## src/rtl/basic_tmr_pkg.sv

```systemverilog
package basic_tmr_pkg;

  typedef enum logic [2:0] {
    ADR_CTRL = 3'd0,
    ADR_TRIG = 3'd1,
    ADR_IEN  = 3'd2,
    ADR_STAT = 3'd3,
    ADR_EVT  = 3'd4,
    ADR_CNT  = 3'd5,
    ADR_PSC  = 3'd6,
    ADR_LIM  = 3'd7
  } reg_addr_e;

  // bit 0 is the LSB of the control word
  typedef struct packed {
    logic lim_pre;   // 4
    logic one_shot;  // 3
    logic ovf_only;  // 2
    logic inhibit;   // 1
    logic run;       // 0
  } ctrl_t;

  localparam int CTRL_W = $bits(ctrl_t);

  localparam logic [2:0] TRIG_SW_STROBE = 3'b000;
  localparam logic [2:0] TRIG_RUNNING   = 3'b001;
  localparam logic [2:0] TRIG_UPDATE    = 3'b010;

endpackage

```

## src/rtl/basic_tmr_cfg.sv

```systemverilog
module basic_tmr_cfg
  import basic_tmr_pkg::*;
#(
  parameter int CNT_W  = 16,
  parameter int PSC_W  = 16,
  parameter int DATA_W = 16
) (
  input  logic              clk_i,
  input  logic              rst_ni,
  input  logic              we_i,
  input  logic [2:0]        addr_i,
  input  logic [DATA_W-1:0] wdata_i,
  input  logic              uev_i,
  input  logic              flag_set_i,
  input  logic              stop_i,
  output ctrl_t             ctrl_o,
  output logic [2:0]        trig_sel_o,
  output logic              irq_en_o,
  output logic              dma_en_o,
  output logic              flag_o,
  output logic [PSC_W-1:0]  psc_pre_o,
  output logic [PSC_W-1:0]  psc_act_o,
  output logic [CNT_W-1:0]  lim_pre_o,
  output logic [CNT_W-1:0]  lim_act_o,
  output logic              sw_upd_o,
  output logic              cnt_ld_o
);

  logic wr_ctrl, wr_trig, wr_ien, wr_stat, wr_psc, wr_lim;
  logic unused_wdata;

  assign wr_ctrl  = we_i && (addr_i == ADR_CTRL);
  assign wr_trig  = we_i && (addr_i == ADR_TRIG);
  assign wr_ien   = we_i && (addr_i == ADR_IEN);
  assign wr_stat  = we_i && (addr_i == ADR_STAT);
  assign wr_psc   = we_i && (addr_i == ADR_PSC);
  assign wr_lim   = we_i && (addr_i == ADR_LIM);
  assign sw_upd_o = we_i && (addr_i == ADR_EVT) && wdata_i[0];
  assign cnt_ld_o = we_i && (addr_i == ADR_CNT);
  assign unused_wdata = ^wdata_i;

  always_ff @(posedge clk_i or negedge rst_ni) begin
    if (!rst_ni) begin
      ctrl_o     <= '0;
      trig_sel_o <= '0;
      irq_en_o   <= 1'b0;
      dma_en_o   <= 1'b0;
      flag_o     <= 1'b0;
      psc_pre_o  <= '0;
      psc_act_o  <= '0;
      lim_pre_o  <= '0;
      lim_act_o  <= '0;
    end else begin
      if (wr_ctrl)     ctrl_o     <= ctrl_t'(wdata_i[CTRL_W-1:0]);
      else if (stop_i) ctrl_o.run <= 1'b0;
      if (wr_trig) trig_sel_o <= wdata_i[2:0];
      if (wr_ien)  {dma_en_o, irq_en_o} <= wdata_i[1:0];
      // hardware set beats a same-cycle software clear
      if (flag_set_i)                flag_o <= 1'b1;
      else if (wr_stat && !wdata_i[0]) flag_o <= 1'b0;
      if (wr_psc) psc_pre_o <= wdata_i[PSC_W-1:0];
      if (uev_i)  psc_act_o <= psc_pre_o;
      if (wr_lim) lim_pre_o <= wdata_i[CNT_W-1:0];
      if (wr_lim && !ctrl_o.lim_pre) lim_act_o <= wdata_i[CNT_W-1:0];
      else if (uev_i)                lim_act_o <= lim_pre_o;
    end
  end

endmodule

```

## src/rtl/basic_tmr_psc.sv

```systemverilog
module basic_tmr_psc #(
  parameter int PSC_W = 16
) (
  input  logic             clk_i,
  input  logic             rst_ni,
  input  logic             en_i,
  input  logic             clr_i,
  input  logic [PSC_W-1:0] ratio_i,
  output logic             tick_o
);

  logic [PSC_W-1:0] div_q;
  logic             last;

  assign last   = div_q >= ratio_i;
  assign tick_o = en_i && last && !clr_i;

  always_ff @(posedge clk_i or negedge rst_ni) begin
    if (!rst_ni)    div_q <= '0;
    else if (clr_i) div_q <= '0;
    else if (en_i)  div_q <= last ? '0 : div_q + 1'b1;
  end

endmodule

```

## src/rtl/basic_tmr_cnt.sv

```systemverilog
module basic_tmr_cnt #(
  parameter int CNT_W = 16
) (
  input  logic             clk_i,
  input  logic             rst_ni,
  input  logic             tick_i,
  input  logic             clr_i,
  input  logic             ld_i,
  input  logic [CNT_W-1:0] ld_val_i,
  input  logic [CNT_W-1:0] limit_i,
  output logic [CNT_W-1:0] cnt_o,
  output logic             ovf_o
);

  logic live, at_top;

  assign live   = limit_i != '0;
  assign at_top = cnt_o == limit_i;
  assign ovf_o  = tick_i && live && at_top && !ld_i;

  always_ff @(posedge clk_i or negedge rst_ni) begin
    if (!rst_ni)              cnt_o <= '0;
    else if (clr_i)           cnt_o <= '0;
    else if (ld_i)            cnt_o <= ld_val_i;
    else if (tick_i && live)  cnt_o <= at_top ? '0 : cnt_o + 1'b1;
  end

endmodule

```

## src/rtl/basic_tmr.sv

```systemverilog
module basic_tmr
  import basic_tmr_pkg::*;
#(
  parameter int CNT_W  = 16,
  parameter int PSC_W  = 16,
  parameter int DATA_W = 16
) (
  input  logic              clk_i,
  input  logic              rst_ni,
  input  logic              bus_we_i,
  input  logic [2:0]        bus_addr_i,
  input  logic [DATA_W-1:0] bus_wdata_i,
  output logic [DATA_W-1:0] bus_rdata_o,
  output logic              irq_o,
  output logic              dma_req_o,
  output logic              trig_o
);

  ctrl_t            ctrl;
  logic [2:0]       trig_sel;
  logic             irq_en, dma_en, flag_q;
  logic [PSC_W-1:0] psc_pre, psc_act;
  logic [CNT_W-1:0] lim_pre, lim_act, cnt_q;
  logic             sw_upd, cnt_ld, tick, ovf;
  logic             uev, flag_set, stop;
  logic             run_q, sw_upd_q, uev_q, dma_q;

  assign uev      = !ctrl.inhibit && (ovf || sw_upd);
  assign flag_set = !ctrl.inhibit && (ovf || (sw_upd && !ctrl.ovf_only));
  assign stop     = uev && ctrl.one_shot;

  basic_tmr_cfg #(.CNT_W(CNT_W), .PSC_W(PSC_W), .DATA_W(DATA_W)) u_cfg (
    .clk_i, .rst_ni,
    .we_i(bus_we_i), .addr_i(bus_addr_i), .wdata_i(bus_wdata_i),
    .uev_i(uev), .flag_set_i(flag_set), .stop_i(stop),
    .ctrl_o(ctrl), .trig_sel_o(trig_sel), .irq_en_o(irq_en), .dma_en_o(dma_en),
    .flag_o(flag_q), .psc_pre_o(psc_pre), .psc_act_o(psc_act),
    .lim_pre_o(lim_pre), .lim_act_o(lim_act),
    .sw_upd_o(sw_upd), .cnt_ld_o(cnt_ld)
  );

  basic_tmr_psc #(.PSC_W(PSC_W)) u_psc (
    .clk_i, .rst_ni,
    .en_i(run_q), .clr_i(sw_upd), .ratio_i(psc_act), .tick_o(tick)
  );

  basic_tmr_cnt #(.CNT_W(CNT_W)) u_cnt (
    .clk_i, .rst_ni,
    .tick_i(tick), .clr_i(sw_upd), .ld_i(cnt_ld),
    .ld_val_i(bus_wdata_i[CNT_W-1:0]), .limit_i(lim_act),
    .cnt_o(cnt_q), .ovf_o(ovf)
  );

  // one-shot stop also drops the run stage so no extra step follows the wrap
  always_ff @(posedge clk_i or negedge rst_ni) begin
    if (!rst_ni) begin
      run_q    <= 1'b0;
      sw_upd_q <= 1'b0;
      uev_q    <= 1'b0;
      dma_q    <= 1'b0;
    end else begin
      run_q    <= ctrl.run && !stop;
      sw_upd_q <= sw_upd;
      uev_q    <= uev;
      dma_q    <= flag_set && dma_en;
    end
  end

  assign irq_o     = flag_q && irq_en;
  assign dma_req_o = dma_q;

  always_comb begin
    unique case (trig_sel)
      TRIG_SW_STROBE: trig_o = sw_upd_q;
      TRIG_RUNNING:   trig_o = run_q;
      TRIG_UPDATE:    trig_o = uev_q;
      default:        trig_o = 1'b0;
    endcase
  end

  always_comb begin
    bus_rdata_o = '0;
    unique case (bus_addr_i)
      ADR_CTRL: bus_rdata_o[CTRL_W-1:0] = ctrl;
      ADR_TRIG: bus_rdata_o[2:0]        = trig_sel;
      ADR_IEN:  bus_rdata_o[1:0]        = {dma_en, irq_en};
      ADR_STAT: bus_rdata_o[0]          = flag_q;
      ADR_EVT:  bus_rdata_o             = '0;
      ADR_CNT:  bus_rdata_o[CNT_W-1:0]  = cnt_q;
      ADR_PSC:  bus_rdata_o[PSC_W-1:0]  = psc_pre;
      ADR_LIM:  bus_rdata_o[CNT_W-1:0]  = lim_pre;
      default:  bus_rdata_o             = '0;
    endcase
  end

endmodule

```

## config.mk

```make
export PLATFORM = sky130hd
export DESIGN_NAME = basic_tmr
export DESIGN_NICKNAME = d
export VERILOG_FILES = /design/src/rtl/basic_tmr_pkg.sv /design/src/rtl/basic_tmr_cfg.sv /design/src/rtl/basic_tmr_psc.sv /design/src/rtl/basic_tmr_cnt.sv /design/src/rtl/basic_tmr.sv
export SDC_FILE = /design/constraint.sdc
export NUM_CORES = 1
export LEC_CHECK = 0
export BUFFER_PORTS_ARGS = -buffer_cell sky130_fd_sc_hd__buf_2
export CORE_MARGIN = 4
export CORE_UTILIZATION = 51
export DETAILED_ROUTE_END_ITERATION = 8
export HOLD_SLACK_MARGIN = 0.15
export PLACE_DENSITY = 0.74
export SLEW_MARGIN = 20
export SYNTH_ARGS = -nofsm -noshare
export SYNTH_HDL_FRONTEND = slang
export SYNTH_SLANG_ARGS = --single-unit
```

## constraint.sdc

```tcl
create_clock -name clk_i -period 2.9 [get_ports clk_i]
set_input_delay 0.58 -clock clk_i [delete_from_list [all_inputs] [get_ports clk_i]]
set_output_delay 0.58 -clock clk_i [all_outputs]
set_load 0.03 [all_outputs]
```

Word level (Yosys, flattened, before mapping):

Cells that the tools add are included.

* memory bits (read-only): 0
* bits in latches: 0
* output and inout port bits: 19
* memories kept: 0
* memory bits (writable): 0
* input bits: 22
* word-level logic and storage cells: 91
* register bits: 111

* bitwise logic cells: 0
* reduce and logical (&&, ||, !) cells: 40
* div/mod/pow operators: 0
* shift operators: 0
* multiplexer cells: 19
* $mul: 0
* order comparisons: 1
* equality and inequality tests: 10
* add/subtract/negate cells: 2

Operator list (count)
* $mux 16: 9
* $pmux 11 s3: 1
* $add 16x1->16 const B: 2
* $logic_and 1x1->1: 23
* $eq 16x16->1: 1
* $ge 16x16->1: 1
* $reduce_bool 16->1: 1
* $eq 3x3->1 const B: 4
* $eq 3x2->1 const B: 3
* $pmux 1 s8: 1
* $pmux 2 s4: 1
* $reduce_bool 2->1: 4
* $logic_not 1->1: 7
* $eq 3x1->1 const B: 2
* $logic_not 3->1: 2
* $pmux 1 s6: 1
* $pmux 1 s5: 1
* $mux 1: 4
* $pmux 1 s3: 1
* $reduce_bool 3->1: 1
* $logic_or 1x1->1: 2

Logic depth before layout (Yosys ltp):

Gate-level depths: netlist (run 1).

* depth after elaboration: 13
* mapped depth: 10
* gate-level depth less buffers: 8

Modules after synthesis:

From an unflattened synthesis (run 1), not the netlist that was laid out.

* cells, all modules: 635
* area total of the unflattened synthesis: 6582.6 µm²

Modules (own cells, without submodules)
* basic_tmr_cfg: seq. area each 1876.8 µm², cells each 209, instances 1, area an instance 3041.7 µm²
* basic_tmr_cnt: seq. area each 400.4 µm², cells each 175, instances 1, area an instance 1426.4 µm²
* basic_tmr_psc: seq. area each 400.4 µm², cells each 160, instances 1, area an instance 1408.9 µm²
* basic_tmr: seq. area each 100.1 µm², cells each 91, instances 1, area an instance 705.7 µm²

Worst setup path after synthesis (run 1):

OpenSTA, ideal clock, no wires.

* path type: reg2reg
* from: register u_psc.div_q[13]
* to: register u_cfg.psc_act_o[10]
* setup time: 0.127 ns
* clock period less this slack: 3.179 ns
* arrival time: 3.052 ns
* path slack: -0.279 ns
* path buffers: 2
* required time: 2.773 ns
* stages on the path, launching flop included: 10
* path through: dfrtp_1 -> ha_1 -> nand4_1 -> or4_1 -> o32a_1 -> a2111oi_4 -> o21ba_1 -> buf_4 -> buf_6 -> mux2_1

* longest elaborated chain between the ends: 8

Ends and longest elaborated chain
* start, declared: RTL line basic_tmr_psc.sv:12 `logic [PSC_W-1:0] div_q;`
* start signal, assigned: RTL line basic_tmr_psc.sv:21 `else if (en_i) div_q <= last ? '0 : div_q + 1'b1;`
* $ge 16x16->1: RTL line basic_tmr_psc.sv:15 `assign last = div_q >= ratio_i;`
* $logic_and 1x1->1 (2 in series): RTL line basic_tmr_psc.sv:16 `assign tick_o = en_i && last && !clr_i;`
* $logic_and 1x1->1 (3 in series): RTL line basic_tmr_cnt.sv:19 `assign ovf_o = tick_i && live && at_top && !ld_i;`
* $logic_or 1x1->1: RTL line basic_tmr.sv:28 `assign uev = !ctrl.inhibit && (ovf || sw_upd);`
* $logic_and 1x1->1: RTL line basic_tmr.sv:28
* named net u_cfg.uev_i: RTL line basic_tmr_cfg.sv:13 `input logic uev_i,`
* end signal, assigned: RTL line basic_tmr_cfg.sv:62 `if (uev_i) psc_act_o <= psc_pre_o;`
* end, declared: RTL line basic_tmr_cfg.sv:22 `output logic [PSC_W-1:0] psc_act_o,`

The timed path passes the listed nets, and every way through them passes these cells.
A chain may end at the register's enable or synchronous reset.

Final worst setup path (run 1):

* from: register u_cfg.psc_act_o[14]
* to: register u_cfg.lim_act_o[13]

* longest elaborated chain between the ends: 9

Ends and longest elaborated chain
* $ge 16x16->1: RTL line basic_tmr_psc.sv:15
* $logic_and 1x1->1 (2 in series): RTL line basic_tmr_psc.sv:16
* $logic_and 1x1->1 (3 in series): RTL line basic_tmr_cnt.sv:19
* $logic_or 1x1->1: RTL line basic_tmr.sv:28
* $logic_and 1x1->1: RTL line basic_tmr.sv:28
* $reduce_bool 2->1 (no source line)
* end signal, assigned: RTL line basic_tmr_cfg.sv:64 `if (wr_lim && !ctrl_o.lim_pre) lim_act_o <= wdata_i[CNT_W-1:0];`
* end signal, assigned: RTL line basic_tmr_cfg.sv:65 `else if (uev_i) lim_act_o <= lim_pre_o;`
* end, declared: RTL line basic_tmr_cfg.sv:24 `output logic [CNT_W-1:0] lim_act_o,`

Every way passes these cells.

==> results of run 1 <==
[critical path: cells and delay by family, from the launching register on]
| kind | cells | cell delay (ns) |
|---|---|---|
| AND/OR/NAND/NOR | 2 | 0.68 |
| AO/OA/AOI/OAI | 3 | 0.85 |
| flip-flops | 1 | 0.35 |
| adder cells (fa/ha/maj) | 1 | 0.30 |
| multiplexers | 1 | 0.34 |
| buffers and inverters | 3 | 0.39 |
[stage by stage]
| stage | utilization | area [sq um] | setup slack [ns] | power, mW |
|---|---|---|---|---|
| 2_1_floorplan | - | 6640 | -0.204 | 3.42 |
| 3_3_place_gp | 0.572 | 7250 | -0.00812 | 3.96 |
| 3_5_place_dp | 0.572 | 7250 | -0.0737 | 4.06 |
| 4_1_cts | 0.597 | 7570 | -0.0384 | 5.36 |
| 5_1_grt | 0.602 | 7620 | -0.157 | 5.69 |
| 6_report | 0.602 | 7620 | -0.0891 | 5.37 |
[power by group through the flow]
stage                     Sequential (mW)  Clock, mW  Combinational (mW)
after floorplan                      2.19          0                1.22
after global placement               2.31          0                1.65
after detailed placement             2.33          0                1.73
after CTS                            2.30       1.30                1.76
after global routing                 2.36       1.35                1.98
final                                2.31       1.27                1.79
[worst paths after layout]
kind | end | slack [ns] | depth (start not counted)
max | u_cfg.lim_act_o[13] | -0.09 | 10
min | u_cfg.psc_act_o[1] | 0.31 | 1
max reg2reg | u_cfg.lim_act_o[13] | -0.09 | 10
min reg2reg | u_cfg.psc_act_o[12] | 0.49 | 1
max in group asynchronous | u_cfg.psc_pre_o[10] | 1.88 | 2
min in group clk_i | u_cfg.lim_act_o[12] | 0.49 | 3
[routing by layer]
layer	wire, um	part of all wire	global-route usage	vias to the layer above
met2	8660	0.49	0.415	220
met4	347	0.020	0.0728	0
li1	-	-	-	2557
met3	1240	0.070	0.0636	41
met5	0	0	0	-
met1	7530	0.42	0.323	2760
[cell usage in the layout (no fill, tap or decap), drive strengths merged, types with 5 or more instances in the layout]
master  netlist  final
mux2i        52     52
inv          24     27
clkbuf       31     11
o21ai        41     41
nand3        15     15
xor2          6      6
nand2        47     47
a21oi        40     40
nor3          8      8
dfrtp       111    111
nand4        13     13
ha           18     18
xnor2        19     19
buf           8     86
nor2         46     46
and2          6      6
mux2         73     73
nor2b        11     11
o311ai       10     10
a31oi         5      5
nor4         20     20
[cells by family (layout without fill, tap and decap cells)]
logic type	count (synthesis)	in the layout	synth area share
flops	111	111	0.419
simple gates	184	184	0.137
fa+ha+maj	18	18	0.0340
xor+xnor	25	25	0.0331
mux	125	125	0.203
buf+inv	63	126	0.0382
compound gates	139	139	0.136
[area by class of cell]
class,instances,share of cell area
clock buffer,11,0.0305
tap,172,0.0282
clock inverter,5,0.00837
inverter,24,0.0118
multi-input combinational,491,0.478
sequential,111,0.364
timing repair buffer,86,0.0783
[state kept, by name, indices dropped and copies added, names as in the netlist]
name,cells
u_cfg.lim_act_o,16
u_cfg.lim_pre_o,16
u_cfg.psc_act_o,16
u_cfg.psc_pre_o,16
u_cnt.cnt_o,16
u_psc.div_q,16
u_cfg.ctrl_o,5
u_cfg.trig_sel_o,3
dma_req_o,1
run_q,1
sw_upd_q,1
u_cfg.dma_en_o,1
u_cfg.flag_o,1
u_cfg.irq_en_o,1
uev_q,1
[repair_timing]
action / CTS / global route
setup endpoints to repair: 32 / 44
setup buffers: 1 / 2
resized for setup: 15 / 12
gates cloned: 0 / 1
hold endpoints to repair: 0 / 0
==> qor.yml, run 1 <==
status: "finished, violations left"
violations: "setup timing"
min_period_ns: 2.99
crit_slowest_cell: "or4_4"
ant_nets: 0
synth_edf_count: 0
fmax_ghz: 0.335
clkPwrFrac: 0.236
postSynthAreaPerCell_sq_um: 9.96
dieWidth_um: 122
syn-cell-area_sq_um: 6620
post_route_cells_drive_above_1_share: 0.247
clock_sinks: 111
hold_viol: 0
tightest_slew_ns: 0.817
finalWorstSetupSlack_ns: -0.0891
p_sw_mw: 1.94
leakage_nw: 3.28
hpwl_um: 13100
finClkSkew_ns: 0.00951
maxCapViolCount: 0
layout.nets: 763
clkTransAtPathRegs_ns: 0.07
routedWlPerCell_um: 19.8
pwr-share-comb: 0.333
fin_cells: 900
cts_buffer_depth: 2
synthArstFlopShare: 1.00
switching_share: 0.361
synth_flop_cell: "dfrtp_1"
antenna_found_initial: 0
synth_top_area_frac: 0.419
grt_pass1_vias: 5585
whs_ns: 0.306
start_util: 0.523
drc_errors: 0
htreeDepth: 3
synth_nets: 705
cp.required_ns: 3.19
multi_input_area_sq_um: 3650
max-slew-margin-rel: 0.455
path_cells: "inv_1 > ha_1 > nand4_1 > or4_4 > o32a_1 > a2111oi_4 > buf_4 > buf_8 > mux2_2 > o21ai_1"
crit_start: "u_cfg.psc_act_o[14]"
synth_top_area_cell: "dfrtp_1"
n_antenna_cell: 0
grt_max_degree: 61
slew_viol_final: 0
cpPeakStageDelay_ns: 0.56
r2r_start: "u_cfg.psc_act_o[14]"
area_growth_pct: 15.1
seq_power_share: 0.431
ys_seq_area_frac: 0.419
grt_pass1_wl_um: 28900
cts_hold_buf: 0
startpoint_type: "register"
rsz0062_at_grt: "yes"
powerDensity_nw_per_um2: 704
synthCells: 665
worst-path-max-fanout: 8
seqCellArea_sq_um: 2780
dp_cells: 880
cellInternalPower_mw: 3.43
die_h_um: 122
vias: 5578
setup_tns_ns: -1.29
fill_cells: 1062
synth.area.top_cells: "dfrtp_1 42%, mux2_2 11%, mux2i_1 7.9%"
portBuffers: 40
core_area_sq_um: 12700
fp.dieArea_sq_um: 14900
grt_use_total: 0.249
row_count: 41
ys_top_cells_by_count: "111 x dfrtp_1, 66 x mux2_2, 52 x mux2i_1, 47 x nand2_1, 46 x nor2_1"
finalWirelength_um: 17800
initialDrtViolationCount: 616
crit_type: "register to register"
clk_latency_ns: 0.36
firstDrtPassIters: 5
setup_viol: 28
grt_overflow_total: 0
gp_congestion: 0.915
irDropWorstVdd_uv: 539
synth_most_common_cell: "dfrtp_1"
cts_tree: "built"
fin_crit_sh: 1.03
numCtsBuffers: 9
synth.distinct_cells: 57
synth_warnings: 0
ys_ff_latch: 111
via_per_inst: 6.20
cp.arrival_ns: 3.28
hold_path.class: "input pin to asynchronous set/reset pin"
ios: 41
root_buffer: "clkbuf_16"
endpoint_kind: "register"
Note: power is estimated with default switching activity, not from simulation.
==> run 2: changes to the inputs <==
--- a/config.mk
+++ b/config.mk
@@ -8,6 +8,7 @@
 export BUFFER_PORTS_ARGS = -buffer_cell sky130_fd_sc_hd__buf_2
 export CORE_MARGIN = 4
 export CORE_UTILIZATION = 51
+export CTS_BUF_LIST = sky130_fd_sc_hd__clkbuf_4 sky130_fd_sc_hd__clkbuf_8
 export DETAILED_ROUTE_END_ITERATION = 8
 export HOLD_SLACK_MARGIN = 0.15
 export PLACE_DENSITY = 0.74
==> run 2 against run 1 <==
The run still ends with setup timing left. First-iteration DRC count rose by 25%. Fmax is 0.11% higher. Non-clock buffer count is the same. Critical path depth fell by 1. Combinational power about the same. Clock skew grew 0.0038 ns. Register-to-register slack about the same. Die area is the same. Clock power fell by 24%. Sequential power barely moved. Design area is 1.4% lower. Highest routed layer unchanged.
==> qor.yml, run 2 (synthesized netlist as in run 1, its figures left out) <==
grt_overflow_total: 0
endpoint_kind: "register"
final_core_util: 0.593
grtUsageMet1: 0.323
final_common_cell: "dfrtp_1"
drc_errors: 0
cp.arrival_ns: 3.30
clkTransAtPathRegs_ns: 0.11
routedWlPerCell_um: 19.6
area_growth_pct: 13.5
firstDrtPassIters: 6
clock_sinks: 111
root_buffer: "clkbuf_8"
violations: "setup timing"
cellInternalPower_mw: 3.17
fill_cells: 1074
gr-usage-met2: 0.409
post_route_cells_drive_above_1_share: 0.247
dieWidth_um: 122
max-slew-margin-rel: 0.455
numCtsBuffers: 9
row_count: 41
worst-path-max-fanout: 8
via_per_inst: 6.22
cts_tree: "built"
finClkSkew_ns: 0.0133
rsz0062_at_grt: "yes"
portBuffers: 40
layout.nets: 763
slew_viol_final: 0
grtUsageMet3: 0.0655
gp_congestion: 0.915
fin_crit_sh: 1.03
die_h_um: 122
initialDrtViolationCount: 767
finalInstanceArea_sq_um: 7510
maxCapViolCount: 0
p_sw_mw: 1.88
leakage_nw: 3.23
multi_input_area_sq_um: 3630
setup_viol: 29
n_antenna_cell: 0
layout_common_cells: "111 x dfrtp_1, 66 x mux2_2, 52 x mux2i_1, 47 x nand2_1, 44 x nor2_1"
powerDensity_nw_per_um2: 672
ant_nets: 0
top_usage_layer: "met2"
htreeDepth: 3
hold_path.class: "input pin to asynchronous set/reset pin"
irDropWorstVdd_uv: 388
vias: 5596
pwr-share-comb: 0.351
tightest_slew_ns: 0.817
crit_type: "register to register"
ios: 41
finalWirelength_um: 17600
clkPwrFrac: 0.191
whs_ns: 0.270
cts_hold_buf: 0
status: "finished, violations left"
placed_area_sq_um: 7250
hold_viol: 0
power.total_mw: 5.05
fp.dieArea_sq_um: 14900
finalWorstSetupSlack_ns: -0.0858
cp.required_ns: 3.22
min_period_ns: 2.99
start_util: 0.523
grt_pass1_wl_um: 28700
grt_use_total: 0.246
grt_pass1_vias: 5541
hpwl_um: 13100
clk_latency_ns: 0.39
seq_power_share: 0.458
grt_max_degree: 61
seqCellArea_sq_um: 2780
switching_share: 0.373
cts_buffer_depth: 2
antenna_found_initial: 0
regToRegSetupSlack_ns: -0.09
core_area_sq_um: 12700
startpoint_type: "register"
fmax_ghz: 0.335
[run 2: final cells by class]
type | instances | share of cell area
inverter | 24 | 0.0120
multi-input combinational | 491 | 0.483
clock inverter | 5 | 0.00849
tap | 172 | 0.0286
clock buffer | 11 | 0.0185
sequential | 111 | 0.370
timing repair buffer | 86 | 0.0794
[run 2: repair_timing]
action	CTS	global route
buffers inserted	1	2
cloned	0	1
endpoints found under the hold margin	0	0
resized for setup	13	9
endpoints found under the setup margin	32	45
[run 2: path summary, 6_finish.rpt]
path | from | to | cells after the start
worst min register to register | u_cfg.psc_act_o[15] | u_cfg.psc_act_o[15] | 1
worst max-delay path | u_psc.div_q[13] | u_cfg.lim_act_o[7] | 9
max in group asynchronous | rst_ni | u_cfg.psc_act_o[9] | 2
min in group clk_i | bus_wdata_i[12] | u_cfg.lim_act_o[12] | 3
worst max register to register | u_psc.div_q[13] | u_cfg.lim_act_o[7] | 9
worst min-delay path | rst_ni | u_cfg.psc_act_o[1] | 1
[run 2: worst max-delay path, cell delays in order (launching register included)]
cell and delay, ns:
dfrtp_1 0.42, ha_4 0.28, nand4_1 0.13, or4_4 0.56, o32a_1 0.35, a2111oi_4 0.39
buf_4 0.20, buf_8 0.13, mux2_2 0.33, o21ai_1 0.12
[run 2: routing by layer]
| layer | vias to the layer above | wire length (um) |
|---|---|---|
| li1 | 2558 | - |
| met1 | 2788 | 7520 |
| met2 | 217 | 8590 |
| met3 | 33 | 1220 |
| met4 | 0 | 282 |
| met5 | - | 0 |
[run 2: power groups by stage]
stage / Combinational (mW) / Sequential, mW / Clock (mW)
final: 1.77 / 2.31 / 0.965
after floorplan: 1.22 / 2.19 / 0
after global routing: 1.96 / 2.36 / 1.06
after CTS: 1.75 / 2.30 / 0.997
after global placement: 1.65 / 2.31 / 0
after detailed placement: 1.73 / 2.33 / 0
[run 2: metrics by stage]
step / worst slack, ns / TNS [ns] / cells
final: -0.0858 / -1.34 / 900
after detailed placement: -0.0737 / -1.05 / 880
after global routing: -0.164 / -5.50 / 900
after floorplan: -0.204 / -3.61 / 665
after CTS: -0.0350 / -0.395 / 897
after global placement: -0.00812 / -0.106 / 880
==> run 3: changes to the inputs <==
==> constraint.sdc (replaced) <==
create_clock -name clk_i -period 2.9 [get_ports clk_i]
set_input_delay 0.29 -clock clk_i [delete_from_list [all_inputs] [get_ports clk_i]]
set_output_delay 0.29 -clock clk_i [all_outputs]
set_load 0.03 [all_outputs]
==> run 3 against run 2 <==
The flow still finishes with violations (setup timing). Register-to-register slack got worse by 0.02 ns. Worst hold slack got worse by 0.10 ns. Design area rose by 1.4%. Utilization rose by 0.85 points. Via count fell by 0.46%. Global-route usage fell by 0.17 points. Clock-buffer cell count rose by 3. Sequential share of layout area fell by 0.52 points. Routed wire length rose by 0.70%. Power rose by 1.9%. Clock skew rose by 0.0023 ns. Critical path type unchanged. Critical endpoint is now u_cfg.psc_act_o[11].
==> qor.yml, run 3 (synthesized netlist as in run 1, its figures left out) <==
start_util: 0.523
rsz0062_at_grt: "yes"
tightest_slew_ns: 0.713
cts_tree: "built"
root_buffer: "clkbuf_8"
final_core_util: 0.602
cp.required_ns: 3.17
cp.arrival_ns: 3.27
fmax_ghz: 0.333
power.total_mw: 5.14
hold_path.class: "input pin to register"
seqCellArea_sq_um: 2780
numCtsBuffers: 9
row_count: 41
grt_pass1_wl_um: 28500
layout.nets: 766
fill_cells: 1059
final_common_cell: "dfrtp_1"
violations: "setup timing"
status: "finished, violations left"
ios: 41
clk_latency_ns: 0.40
antenna_found_initial: 0
grt_pass1_vias: 5493
layout_common_cells: "111 x dfrtp_1, 64 x mux2_2, 52 x mux2i_1, 47 x nand2_1, 44 x nor2_1"
max-slew-margin-rel: 0.525
routedWlPerCell_um: 19.6
clkTransAtPathRegs_ns: 0.10
startpoint_type: "register"
grt_overflow_total: 0
endpoint_kind: "register"
finalWorstSetupSlack_ns: -0.105
crit_type: "register to register"
finClkSkew_ns: 0.0157
whs_ns: 0.167
portBuffers: 40
htreeDepth: 3
vias: 5570
n_antenna_cell: 0
setup_tns_ns: -2.50
fp.dieArea_sq_um: 14900
firstDrtPassIters: 5
leakage_nw: 3.26
slew_viol_final: 0
finalWirelength_um: 17700
area_growth_pct: 15.1
place_worst_setup_slack_ns: -0.145
worst-path-max-fanout: 18
grt_max_degree: 54
irDropWorstVdd_uv: 405
hpwl_um: 12800
grt_use_total: 0.245
die_h_um: 122
post_route_cells_drive_above_1_share: 0.252
core_area_sq_um: 12700
multi_input_area_sq_um: 3690
cts_buffer_depth: 2
hold_viol: 0
drc_errors: 0
fin_crit_sh: 1.04
maxCapViolCount: 0
min_period_ns: 3.01
initialDrtViolationCount: 567
via_per_inst: 6.17
setup_viol: 32
gp_congestion: 0.953
powerDensity_nw_per_um2: 675
dieWidth_um: 122
ant_nets: 0
clock_sinks: 111
==> run 3: cell count changes in the layout (fill, tap and decap cells not counted), moves of 3 or more <==
cell / change
o21ai_1: +5
o21ai_0: -5
clkbuf_8: +3
ha_1: -4
dlygate4sd3_1: +3
ha_4: +4
==> run 3: layer usage <==
layer | global-route usage | vias up | wire length (um)
met1 | 0.331 | 2761 | 7650
met5 | 0 | - | 0
li1 | - | 2552 | -
met3 | 0.0511 | 39 | 1020
met2 | 0.397 | 218 | 8630
met4 | 0.0763 | 0 | 428
==> run 3: critical path, cell delays in order (launching register included) <==
cell and delay (ns):
dfrtp_1 0.37, inv_1 0.08, ha_4 0.27, nand4_1 0.13, or4_4 0.51, o32a_1 0.40
a2111oi_4 0.40, o21ba_2 0.22, buf_12 0.16, mux2_1 0.35
==> run 3: where the power goes <==
part           switching, mW  total (mW)  internal (mW)
registers              0.440        2.35           1.91
logic                  0.928        1.77          0.846
clock network          0.531        1.02          0.491
==> run 3: worst paths after layout <==
| check | from | endpoint | slack (ns) | cells past startpoint |
|---|---|---|---|---|
| worst min register to register | u_cfg.psc_act_o[15] | u_cfg.psc_act_o[15] | 0.49 | 1 |
| worst max register to register | u_cfg.psc_act_o[13] | u_cfg.psc_act_o[11] | -0.11 | 9 |
| worst min-delay path | bus_wdata_i[12] | u_cfg.lim_act_o[12] | 0.17 | 3 |
| max in group asynchronous | rst_ni | u_cfg.ctrl_o[2] | 1.58 | 3 |
| worst max-delay path | u_cfg.psc_act_o[13] | u_cfg.psc_act_o[11] | -0.11 | 9 |
| min in group asynchronous | rst_ni | u_cfg.psc_act_o[1] | 0.48 | 2 |
==> run 3: timing repair <==
| action | CTS | global route |
|---|---|---|
| resized for setup | 18 | 18 |
| endpoints found under the setup margin | 32 | 48 |
| cloned | 0 | 2 |
| buffers inserted | 2 | 5 |
| hold buffers | 3 | 0 |
| pin swaps | 0 | 6 |
| hold endpoints to repair | 52 | 0 |
==> run 3: final cells by class <==
class | instances | share of cell area
Multi-Input combinational cell | 491 | 0.484
Sequential cell | 111 | 0.364
Timing Repair Buffer | 89 | 0.0829
Tap cell | 172 | 0.0282
Clock buffer | 14 | 0.0236
Inverter | 24 | 0.0118
Clock inverter | 2 | 0.00492
==> run 3: per-stage QoR <==
step	cell area, sq um	std cells
2_1_floorplan	6640	665
3_3_place_gp	7190	875
3_5_place_dp	7190	875
4_1_cts	7480	896
5_1_grt	7620	903
6_report	7620	903
